## config.mk

```make
export PLATFORM = sky130hd
export DESIGN_NAME = adc_ctl_seq
export DESIGN_NICKNAME = d
export VERILOG_FILES = /design/src/rtl/adcseq_pkg.sv /design/src/rtl/adcseq_timebase.sv /design/src/rtl/adcseq_ctrl.sv /design/src/rtl/adcseq_pins.sv /design/src/rtl/adc_ctl_seq.sv
export SDC_FILE = /design/constraint.sdc
export NUM_CORES = 1
export LEC_CHECK = 0
export ABC_CLOCK_PERIOD_IN_PS = 2380
export BUFFER_PORTS_ARGS = -buffer_cell sky130_fd_sc_hd__buf_4
export CAP_MARGIN = 5
export CORE_ASPECT_RATIO = 1.1
export CORE_MARGIN = 10
export CORE_UTILIZATION = 50
export CTS_CLUSTER_DIAMETER = 40
export DETAILED_ROUTE_END_ITERATION = 10
export GPL_TIMING_DRIVEN = 0
export PLACE_DENSITY = 0.75
export SETUP_SLACK_MARGIN = 0.4
export SLEW_MARGIN = 20
export SYNTH_ARGS = -nofsm -noshare
export SYNTH_HDL_FRONTEND = slang
export SYNTH_SLANG_ARGS = --single-unit
```

## constraint.sdc

```tcl
create_clock -name clk -period 2.38 [get_ports clk]
set_clock_uncertainty 0.1 [all_clocks]
set_input_delay 0.476 -clock clk [delete_from_list [all_inputs] [get_ports clk]]
set_output_delay 0.476 -clock clk [all_outputs]
set_load 0.02 [all_outputs]
```

## src/rtl/adcseq_pkg.sv

```systemverilog
package adcseq_pkg;
  typedef enum logic [1:0] {
    ST_IDLE   = 2'd0,
    ST_SETUP  = 2'd1,
    ST_ACTIVE = 2'd2,
    ST_HOLD   = 2'd3
  } seq_state_e;
endpackage

```

## src/rtl/adcseq_timebase.sv

```systemverilog
// Phase counter inside one converter-clock period.
module adcseq_timebase #(
  parameter int DIV_W = 8
) (
  input  logic             clk,
  input  logic             rst_n,
  input  logic             run,
  input  logic [DIV_W-1:0] div,
  output logic [DIV_W-1:0] ph,
  output logic             wrap
);
  assign wrap = run && (ph == div);

  always_ff @(posedge clk) begin
    if (!rst_n)       ph <= '0;
    else if (!run)    ph <= '0;
    else if (wrap)    ph <= '0;
    else              ph <= ph + 1'b1;
  end

  // The phase never passes the last slot of a period
  assert_phase_in_period_R5: assert property (@(posedge clk) disable iff (!rst_n)
    ph <= div);
endmodule

```

## src/rtl/adcseq_ctrl.sv

```systemverilog
// Phase sequencer with the configuration captured at acceptance.
module adcseq_ctrl
  import adcseq_pkg::*;
#(
  parameter int ADDR_W  = 5,
  parameter int DIV_W   = 8,
  parameter int SETUP_W = 12,
  parameter int HOLD_W  = 4,
  parameter int LEN_W   = 5
) (
  input  logic               clk,
  input  logic               rst_n,
  input  logic               start,
  input  logic [ADDR_W-1:0]  cfg_addr,
  input  logic [DIV_W-1:0]   cfg_div,
  input  logic [SETUP_W-1:0] cfg_setup,
  input  logic [HOLD_W-1:0]  cfg_hold,
  input  logic [LEN_W-1:0]   cfg_len,
  input  logic               cfg_cs_pol,
  input  logic               cfg_clk_pol,
  input  logic               wrap,
  output seq_state_e         state,
  output logic [ADDR_W-1:0]  addr_q,
  output logic [DIV_W-1:0]   div_q,
  output logic               cs_pol_q,
  output logic               clk_pol_q,
  output logic               done
);
  localparam int CNT_W = (LEN_W > HOLD_W) ? LEN_W : HOLD_W;

  logic [SETUP_W-1:0] sc_cnt;
  logic [CNT_W-1:0]   per_cnt;
  logic [LEN_W-1:0]   len_q;
  logic [HOLD_W-1:0]  hold_q;
  logic [CNT_W-1:0]   len_ext, hold_ext;
  logic               accept;

  assign len_ext  = CNT_W'(len_q);
  assign hold_ext = CNT_W'(hold_q);
  assign accept   = (state == ST_IDLE) && start;

  always_ff @(posedge clk) begin
    if (!rst_n) begin
      state     <= ST_IDLE;
      addr_q    <= '0;
      div_q     <= DIV_W'(1);
      cs_pol_q  <= 1'b0;
      clk_pol_q <= 1'b0;
      len_q     <= '0;
      hold_q    <= '0;
      sc_cnt    <= '0;
      per_cnt   <= '0;
      done      <= 1'b0;
    end else begin
      done <= 1'b0;
      unique case (state)
        ST_IDLE: if (accept) begin
          addr_q    <= cfg_addr;
          div_q     <= (cfg_div == '0) ? DIV_W'(1) : cfg_div;
          cs_pol_q  <= cfg_cs_pol;
          clk_pol_q <= cfg_clk_pol;
          len_q     <= cfg_len;
          hold_q    <= cfg_hold;
          sc_cnt    <= cfg_setup;
          state     <= ST_SETUP;
        end
        ST_SETUP: begin
          if (sc_cnt == '0) begin
            state   <= ST_ACTIVE;
            per_cnt <= '0;
          end else begin
            sc_cnt <= sc_cnt - 1'b1;
          end
        end
        ST_ACTIVE: if (wrap) begin
          if (per_cnt == len_ext) begin
            per_cnt <= '0;
            if (hold_q == '0) begin
              state <= ST_IDLE;
              done  <= 1'b1;
            end else begin
              state <= ST_HOLD;
            end
          end else begin
            per_cnt <= per_cnt + 1'b1;
          end
        end
        ST_HOLD: if (wrap) begin
          if (per_cnt == hold_ext - 1'b1) begin
            per_cnt <= '0;
            state   <= ST_IDLE;
            done    <= 1'b1;
          end else begin
            per_cnt <= per_cnt + 1'b1;
          end
        end
        default: state <= ST_IDLE;
      endcase
    end
  end

  // Activation only follows an exhausted setup count
  assert_setup_complete_R3: assert property (@(posedge clk) disable iff (!rst_n)
    $rose(state == ST_ACTIVE) |-> $past(state == ST_SETUP && sc_cnt == '0));

  // Captured configuration is frozen for the whole sequence
  assert_cfg_frozen_R10: assert property (@(posedge clk) disable iff (!rst_n)
    (state != ST_IDLE) |=> ($stable(addr_q) && $stable(div_q) &&
                            $stable(cs_pol_q) && $stable(clk_pol_q)));
endmodule

```

## src/rtl/adcseq_pins.sv

```systemverilog
// Converts sequencer state into pin levels with the chosen polarities.
module adcseq_pins
  import adcseq_pkg::*;
#(
  parameter int DIV_W = 8
) (
  input  seq_state_e       state,
  input  logic [DIV_W-1:0] div_q,
  input  logic [DIV_W-1:0] ph,
  input  logic             cs_pol_q,
  input  logic             clk_pol_q,
  output logic             adc_clk,
  output logic             adc_cs
);
  logic [DIV_W:0] period, hi_len;
  logic           active, clk_raw;

  assign period  = {1'b0, div_q} + 1'b1;
  assign hi_len  = period >> 1;
  assign active  = (state == ST_ACTIVE);
  assign clk_raw = active && ({1'b0, ph} < hi_len);
  assign adc_clk = clk_raw ^ clk_pol_q;
  assign adc_cs  = active ? cs_pol_q : ~cs_pol_q;
endmodule

```

## src/rtl/adc_ctl_seq.sv

```systemverilog
module adc_ctl_seq
  import adcseq_pkg::*;
#(
  parameter int ADDR_W  = 5,
  parameter int DIV_W   = 8,
  parameter int SETUP_W = 12,
  parameter int HOLD_W  = 4,
  parameter int LEN_W   = 5
) (
  input  logic               clk,
  input  logic               rst_n,
  input  logic               start,
  input  logic [ADDR_W-1:0]  cfg_addr,
  input  logic [DIV_W-1:0]   cfg_div,
  input  logic [SETUP_W-1:0] cfg_setup,
  input  logic [HOLD_W-1:0]  cfg_hold,
  input  logic [LEN_W-1:0]   cfg_len,
  input  logic               cfg_cs_pol,
  input  logic               cfg_clk_pol,
  output logic               adc_clk,
  output logic               adc_cs,
  output logic [ADDR_W-1:0]  adc_addr,
  output logic               busy,
  output logic               done
);
  seq_state_e       state;
  logic [DIV_W-1:0] div_q, ph;
  logic             cs_pol_q, clk_pol_q, wrap, run;

  assign run  = (state == ST_ACTIVE) || (state == ST_HOLD);
  assign busy = (state != ST_IDLE);

  adcseq_ctrl #(
    .ADDR_W(ADDR_W), .DIV_W(DIV_W), .SETUP_W(SETUP_W),
    .HOLD_W(HOLD_W), .LEN_W(LEN_W)
  ) u_ctrl (
    .clk(clk), .rst_n(rst_n), .start(start),
    .cfg_addr(cfg_addr), .cfg_div(cfg_div), .cfg_setup(cfg_setup),
    .cfg_hold(cfg_hold), .cfg_len(cfg_len),
    .cfg_cs_pol(cfg_cs_pol), .cfg_clk_pol(cfg_clk_pol),
    .wrap(wrap), .state(state), .addr_q(adc_addr), .div_q(div_q),
    .cs_pol_q(cs_pol_q), .clk_pol_q(clk_pol_q), .done(done)
  );

  adcseq_timebase #(.DIV_W(DIV_W)) u_tb (
    .clk(clk), .rst_n(rst_n), .run(run), .div(div_q), .ph(ph), .wrap(wrap)
  );

  adcseq_pins #(.DIV_W(DIV_W)) u_pins (
    .state(state), .div_q(div_q), .ph(ph),
    .cs_pol_q(cs_pol_q), .clk_pol_q(clk_pol_q),
    .adc_clk(adc_clk), .adc_cs(adc_cs)
  );

  // done only ends a sequence that was running
  assert_done_after_busy_R9: assert property (@(posedge clk) disable iff (!rst_n)
    done |-> $past(busy));

  assert_done_single_R9: assert property (@(posedge clk) disable iff (!rst_n)
    done |=> !done);

  // Address bus does not move while a sequence runs
  assert_addr_steady_R8: assert property (@(posedge clk) disable iff (!rst_n)
    (busy && $past(busy)) |-> $stable(adc_addr));
endmodule

```

After elaboration in Yosys (flattened, before gate mapping)
Cells that the tools add are included.
{"block": "totals", "regBits": 52, "input_bits": 39, "out_inout_bits": 9, "wordCells": 75}
{"block": "op_classes", "n_addsub": 5, "n_lt_le_gt_ge": 1, "n_eq_ne": 13, "mux": 25, "n_bitwise": 4, "n_reduce_logical": 16}
{"operator": "5-bit two-way mux", "count": 5}
{"operator": "12-bit two-way mux", "count": 2}
{"operator": "12-bit one-hot mux with 2 select lines", "count": 1}
{"operator": "5-bit one-hot mux with 3 select lines", "count": 1}
{"operator": "2-bit two-way mux", "count": 7}
{"operator": "12-bit zero test", "count": 1}
{"operator": "12-bit by 1-bit subtractor with 12-bit output (second input constant)", "count": 1}
{"operator": "5-bit == test", "count": 2}
{"operator": "8-bit by 1-bit adder with 9-bit output (second input constant)", "count": 1}
{"operator": "8-bit by 1-bit adder with 8-bit output (second input constant)", "count": 1}
{"operator": "8-bit == test", "count": 1}
{"operator": "8-bit zero test", "count": 1}
{"operator": "8-bit less-than comparator", "count": 1}
{"operator": "8-bit two-way mux", "count": 1}
{"operator": "2-bit by 1-bit != test with 1-bit output (second input constant)", "count": 4}
{"operator": "2-bit one-hot mux with 4 select lines", "count": 1}
{"operator": "1-bit two-way mux", "count": 6}
{"operator": "2-bit != test (second input constant)", "count": 3}
{"operator": "6-bit AND reduction", "count": 1}
{"operator": "5-bit by 1-bit adder with 5-bit output (second input constant)", "count": 1}
{"operator": "4-bit by 1-bit subtractor with 5-bit output (second input constant)", "count": 1}
{"operator": "2-bit == test (second input constant)", "count": 2}
{"operator": "4-bit zero test", "count": 1}
{"operator": "4-bit AND reduction", "count": 1}
{"operator": "other kinds (12)", "count": 17}

Depth between registers and ports, before layout
{"block": "logic_depth", "ltp_word": 5, "mapped_depth": 9, "depth_no_buf": 9}

Modules after synthesis
From an unflattened synthesis, not the netlist that was laid out.
{"block": "hier_totals", "cells_unflattened": 379, "hier_area_um2": 3054.2}
{"module": "adcseq_ctrl", "instances": 1, "cells_per_inst": 289, "area_per_inst_um2": 2249.7, "seq_area_each_um2": 880.8}
{"module": "adcseq_timebase", "instances": 1, "cells_per_inst": 47, "area_per_inst_um2": 475.5, "seq_area_each_um2": 160.2}
{"module": "adcseq_pins", "instances": 1, "cells_per_inst": 41, "area_per_inst_um2": 319.1, "seq_area_each_um2": 0.0}
{"module": "adc_ctl_seq", "instances": 1, "cells_per_inst": 2, "area_per_inst_um2": 10.0, "seq_area_each_um2": 0.0}

Least setup slack after synthesis
OpenSTA, ideal clock, no wires.
{"block": "synth_path", "path_kind": "register to output", "from": "register u_ctrl.div_q[0]", "to": "output port adc_clk", "t_arrival_ns": 2.101, "t_required_ns": 1.804, "path_slack_ns": -0.297, "path_stages_with_launch": 10, "path_buffers": 0, "path_cell_list": "dfxtp_1 ha_1 nand3_1 nor2_1 xnor2_1 ha_1 a211oi_1 o21ai_0 a41oi_1 xor2_1"}
{"block": "synth_between", "elab_chain_cells": 4}
{"element": "start: declaration", "line_no": "adcseq_ctrl.sv:24", "text": "output logic [DIV_W-1:0] div_q,"}
{"element": "start signal: assignment", "line_no": "adcseq_ctrl.sv:59", "text": "div_q <= (cfg_div == '0) ? DIV_W'(1) : cfg_div;"}
{"element": "8-bit by 1-bit adder with 9-bit output", "line_no": "adcseq_pins.sv:18", "text": "assign period = {1'b0, div_q} + 1'b1;"}
{"element": "8-bit less-than comparator", "line_no": "adcseq_pins.sv:21", "text": "assign clk_raw = active && ({1'b0, ph} < hi_len);"}
{"element": "1-bit logical AND", "line_no": "adcseq_pins.sv:21"}
{"element": "1-bit bitwise XOR", "line_no": "adcseq_pins.sv:22", "text": "assign adc_clk = clk_raw ^ clk_pol_q;"}
{"element": "end: declaration", "line_no": "adc_ctl_seq.sv:20", "text": "output logic adc_clk,"}
No other way between the ends.

Final worst setup path
{"block": "layout_path", "from": "register u_ctrl.div_q[1]", "to": "output port adc_clk"}
The elaborated chain is that of the path after synthesis.

==> Implementation_results.wiki <==
{| class="wikitable"
! Metric !! Value
|-
| Clock transition at the register clock pins on the worst setup and hold paths after CTS || 0.10 ns
|-
| GRT Total Usage || 16.2%
|-
| DRC violation count after routing || 0
|-
| Required arrival time at the worst endpoint || 1.80 ns
|-
| Largest area contributor in the netlist || sky130_fd_sc_hd__dfxtp_1
|-
| Commonest cells in the synthesized netlist || sky130_fd_sc_hd__nand2_1, sky130_fd_sc_hd__dfxtp_1, sky130_fd_sc_hd__nor2_1
|-
| Cell chain of the critical path || buf_6, and4_4, nand4_1, xor2_1, ha_1, a211o_1, a41oi_2, xor2_2, buf_6
|-
| Leakage power total || 1.52 nW
|-
| Count of nets after finishing || 490
|-
| Clk Latency, worst-skew pair || 0.31 ns
|-
| Share of total power in combinational logic || 34.6%
|-
| Die area || 9380 sq um
|-
| Net switching component of the power || 854 uW
|-
| Maximum Capacitance Violations || 0
|-
| Worst setup path category || reg2out
|-
| Post-synthesis async set-or-reset flop share || 0%
|-
| Power consumption || 2.39 mW
|-
| Area Growth Syn to Fin || 31.2%
|-
| Vertical extent of the die || 101 um
|-
| Number of rows in the core area || 29
|-
| Most frequently used flop master after synthesis || sky130_fd_sc_hd__dfxtp_1
|-
| Most numerous cell in the Yosys netlist || sky130_fd_sc_hd__nand2_1
|-
| Port Buffer Count || 47
|-
| Fraction of layout cells with a size suffix above 1 || 28.2%
|-
| Vias per Instance || 5.53
|-
| Average instance area after synthesis || 7.98 sq um
|-
| Portion of the clock cycle consumed by the worst path in the final layout || 121%
|-
| Sinks on the clock net || 52
|-
| Synthesized instance count || 370
|-
| Antenna violations before repair || 0
|-
| Highest-delay cell along the critical path || sky130_fd_sc_hd__dfxtp_4
|-
| Initial Util || 51.2%
|-
| Hold-critical path endpoint || u_ctrl.addr_q[3]
|-
| Count of TritonRoute iterations in the first routing pass || 4
|-
| Syn Std Cell Area || 2950 sq um
|-
| Count of flip-flops with a built-in enable after synthesis || 0
|-
| CORE AREA || 5770 sq um
|-
| Number of failing hold endpoints at the final stage || 0
|-
| Slew at the pin closest to its max-slew limit || 0.503 ns
|-
| Filler Cells Inserted || 463
|-
| Residual overflow from global routing || 0
|-
| Total of endpoints with negative setup slack in the final report || 1
|-
| Max clock buf depth || 2
|-
| Num CTS Buffers || 5
|-
| Result of the run || complete, but fails checks
|-
| N_diodes || 0
|-
| Cell count after placement || 494
|-
| Power per unit of standard cell area || 618 nW/um^2
|-
| Antenna Nets Post-Route || 0
|-
| Worst Slack Setup Final || -0.506 ns
|-
| Setup repair after global routing missed its margin || yes
|-
| Global-route wire length before repair || 12,600 um
|-
| Die extent in x || 93.3 um
|-
| Via count of the routed design || 2,852
|-
| Data arrival, critical path || 2.31 ns
|-
| Internal power || 1.54 mW
|-
| Violated checks || setup timing
|-
| Share of the yosys chip area belonging to registers || 35.3%
|-
| Switching portion of total power || 35.7%
|-
| Maximum number of pins on one net before global-route repair || 17
|-
| Mean routed wirelength per cell || 15.6 um
|-
| Worst Reg2Reg Path Length in Cells || 8
|-
| Boundary Pins || 48
|-
| Time the worst path needs with I/O delays and setup || 2.89 ns
|-
| Clock network power share || 20.9%
|-
| Hold Path Class || in2reg
|-
| Kind of launch point of the worst setup path || register
|-
| Total detailed-routing wirelength || 8060 um
|-
| Net count of the mapped netlist || 422
|-
| Number of hold buffers added after CTS || 0
|-
| Clock Tree Root || sky130_fd_sc_hd__clkbuf_8
|-
| Synth Warn # || 0
|-
| Pre-CTS setup slack || -0.193 ns
|-
| Largest stage delay on the critical path || 0.40 ns
|-
| WHS Path Cells || 3
|-
| Number of H-tree branching levels || 2
|-
| Worst Hold Launch || cfg_addr[3]
|-
| Worst-case hold slack || 0.315 ns
|-
| Post-detailed-placement half-perimeter wirelength || 5440 um
|-
| Worst slew slack as a fraction of its limit || 66.5%
|-
| Number of unique standard cell types used by synthesis || 50
|-
| Reg-to-reg endpoint || u_ctrl.per_cnt[1]
|-
| Critical path fanouts, max || 3
|-
| Crit-path most repeated cell || sky130_fd_sc_hd__buf_6
|-
| Final GP Congestion || 0.868
|-
| Non-filler cells, final || 516
|-
| Peak Freq || 0.347 GHz
|-
| Yosys top cell area share || 35.3%
|-
| CTS tree || built
|-
| Detailed Route Iter0 Violations || 161
|-
| Relative contribution of sequential cells to total power || 44.4%
|-
| Worst voltage drop across the vdd grid || 0.000344 V
|-
| Startpoint of the worst-slack reg-to-reg timing path || u_ctrl.div_q[0]
|-
| Cells taking the most area after synthesis || sky130_fd_sc_hd__dfxtp_1, sky130_fd_sc_hd__nand2_1, sky130_fd_sc_hd__a21boi_0
|-
| Seq cells post-synth || 52
|-
| Crit path capture type || output port
|-
| Setup slack of the most critical reg-to-reg path || 0.30 ns
|-
| Final design utilization || 67.2%
|-
| Number of global-route vias before repair || 2,612
|-
| Max-slew violation total from the final report || 0
|}
metrics by stage:
stage	cell area [sq um]	setup TNS, ns
3_5_place_dp	3440	-0.193
4_1_cts	3690	-0.483
3_3_place_gp	3440	-0.206
2_1_floorplan	3000	-0.0369
6_report	3870	-0.506
5_1_grt	3870	-0.580
final cells by class:
cell class              instances  area, sq um  area share [%]
plain buffers                  18         93.8            2.42
clock buffers                   5         68.8            1.78
clock inverters                 3         18.8           0.484
inverters                       9         33.8           0.872
multi-input cells             291         2020            52.2
flip-flops and latches         52         1060            27.3
well taps                      77         96.3            2.49
repair buffers                 61          480            12.4
worst max-delay path by stage:
stage,to,from,slack [ns],cells past startpoint
after floorplan,adc_clk,u_ctrl.div_q[0],-0.04,8
final,adc_clk,u_ctrl.div_q[1],-0.51,9
after CTS,adc_clk,u_ctrl.div_q[1],-0.48,10
after global placement,adc_clk,u_ctrl.div_q[0],-0.21,10
after global routing,adc_clk,u_ctrl.div_q[1],-0.58,9
after detailed placement,adc_clk,u_ctrl.div_q[0],-0.19,10
sequential cells by signal (all words and copies together) (netlist names):
register          flops
u_ctrl.sc_cnt        12
u_ctrl.div_q          8
u_tb.ph               8
u_ctrl.addr_q         5
u_ctrl.len_ext        5
u_ctrl.per_cnt        5
u_ctrl.hold_q         4
u_ctrl.state          2
u_ctrl.clk_pol_q      1
u_ctrl.cs_pol_q       1
u_ctrl.done           1
critical path: cells and delay by family, from the launching register on:
kind	cells	cell delay, ns
compound gates	2	0.50
xor+xnor	2	0.35
fa+ha+maj	1	0.19
buf+inv	2	0.25
flops	1	0.40
simple gates	2	0.31
repair_timing:
action	in CTS	in global routing
setup buffers	10	4
gates resized for setup	20	40
setup endpoints to repair	38	36
pin swaps	13	30
placed cells by master, fill, tap and decap left out, types with 6 or more instances in the layout:
master | synthesis | final
sky130_fd_sc_hd__xnor2_1 | 17 | 14
sky130_fd_sc_hd__dfxtp_1 | 52 | 43
sky130_fd_sc_hd__buf_6 | 2 | 8
sky130_fd_sc_hd__buf_4 | 0 | 56
sky130_fd_sc_hd__o21ai_0 | 24 | 22
sky130_fd_sc_hd__a21boi_0 | 27 | 26
sky130_fd_sc_hd__xor2_1 | 17 | 15
sky130_fd_sc_hd__nor2_1 | 28 | 26
sky130_fd_sc_hd__nand2_1 | 71 | 69
sky130_fd_sc_hd__ha_1 | 13 | 9
sky130_fd_sc_hd__inv_1 | 9 | 9
sky130_fd_sc_hd__nand3_1 | 13 | 10
sky130_fd_sc_hd__dfxtp_2 | 0 | 6
sky130_fd_sc_hd__nor3_1 | 7 | 6
sky130_fd_sc_hd__a21oi_1 | 12 | 10
sky130_fd_sc_hd__clkbuf_1 | 13 | 9
kinds of logic after synthesis:
family	count (synthesis)	share of synthesized area, %
AND/OR/NAND/NOR	154	24.4
AO/OA/AOI/OAI	90	20.6
XOR/XNOR	34	10.1
buffers and inverters	27	4.07
adder cells (fa/ha/maj)	13	5.51
flip-flops	52	35.3
layer usage:
metal,vias up,global-route usage (%),share of wire [%],wire (um)
met5,-,0,0,0
met1,1361,19.4,42,3420
li1,1410,-,-,-
met4,0,6.18,1.2,95
met3,7,2.83,5.1,411
met2,74,27.9,51,4130
power groups by stage:
stage / registers (mW) / logic (mW) / clock network, mW
floorplan: 1.05 / 0.487 / 0
global placement: 1.06 / 0.676 / 0
detailed placement: 1.07 / 0.693 / 0
CTS: 1.05 / 0.753 / 0.519
global route: 1.08 / 0.918 / 0.546
finish: 1.06 / 0.829 / 0.502
(Power assumes the default switching activity.)
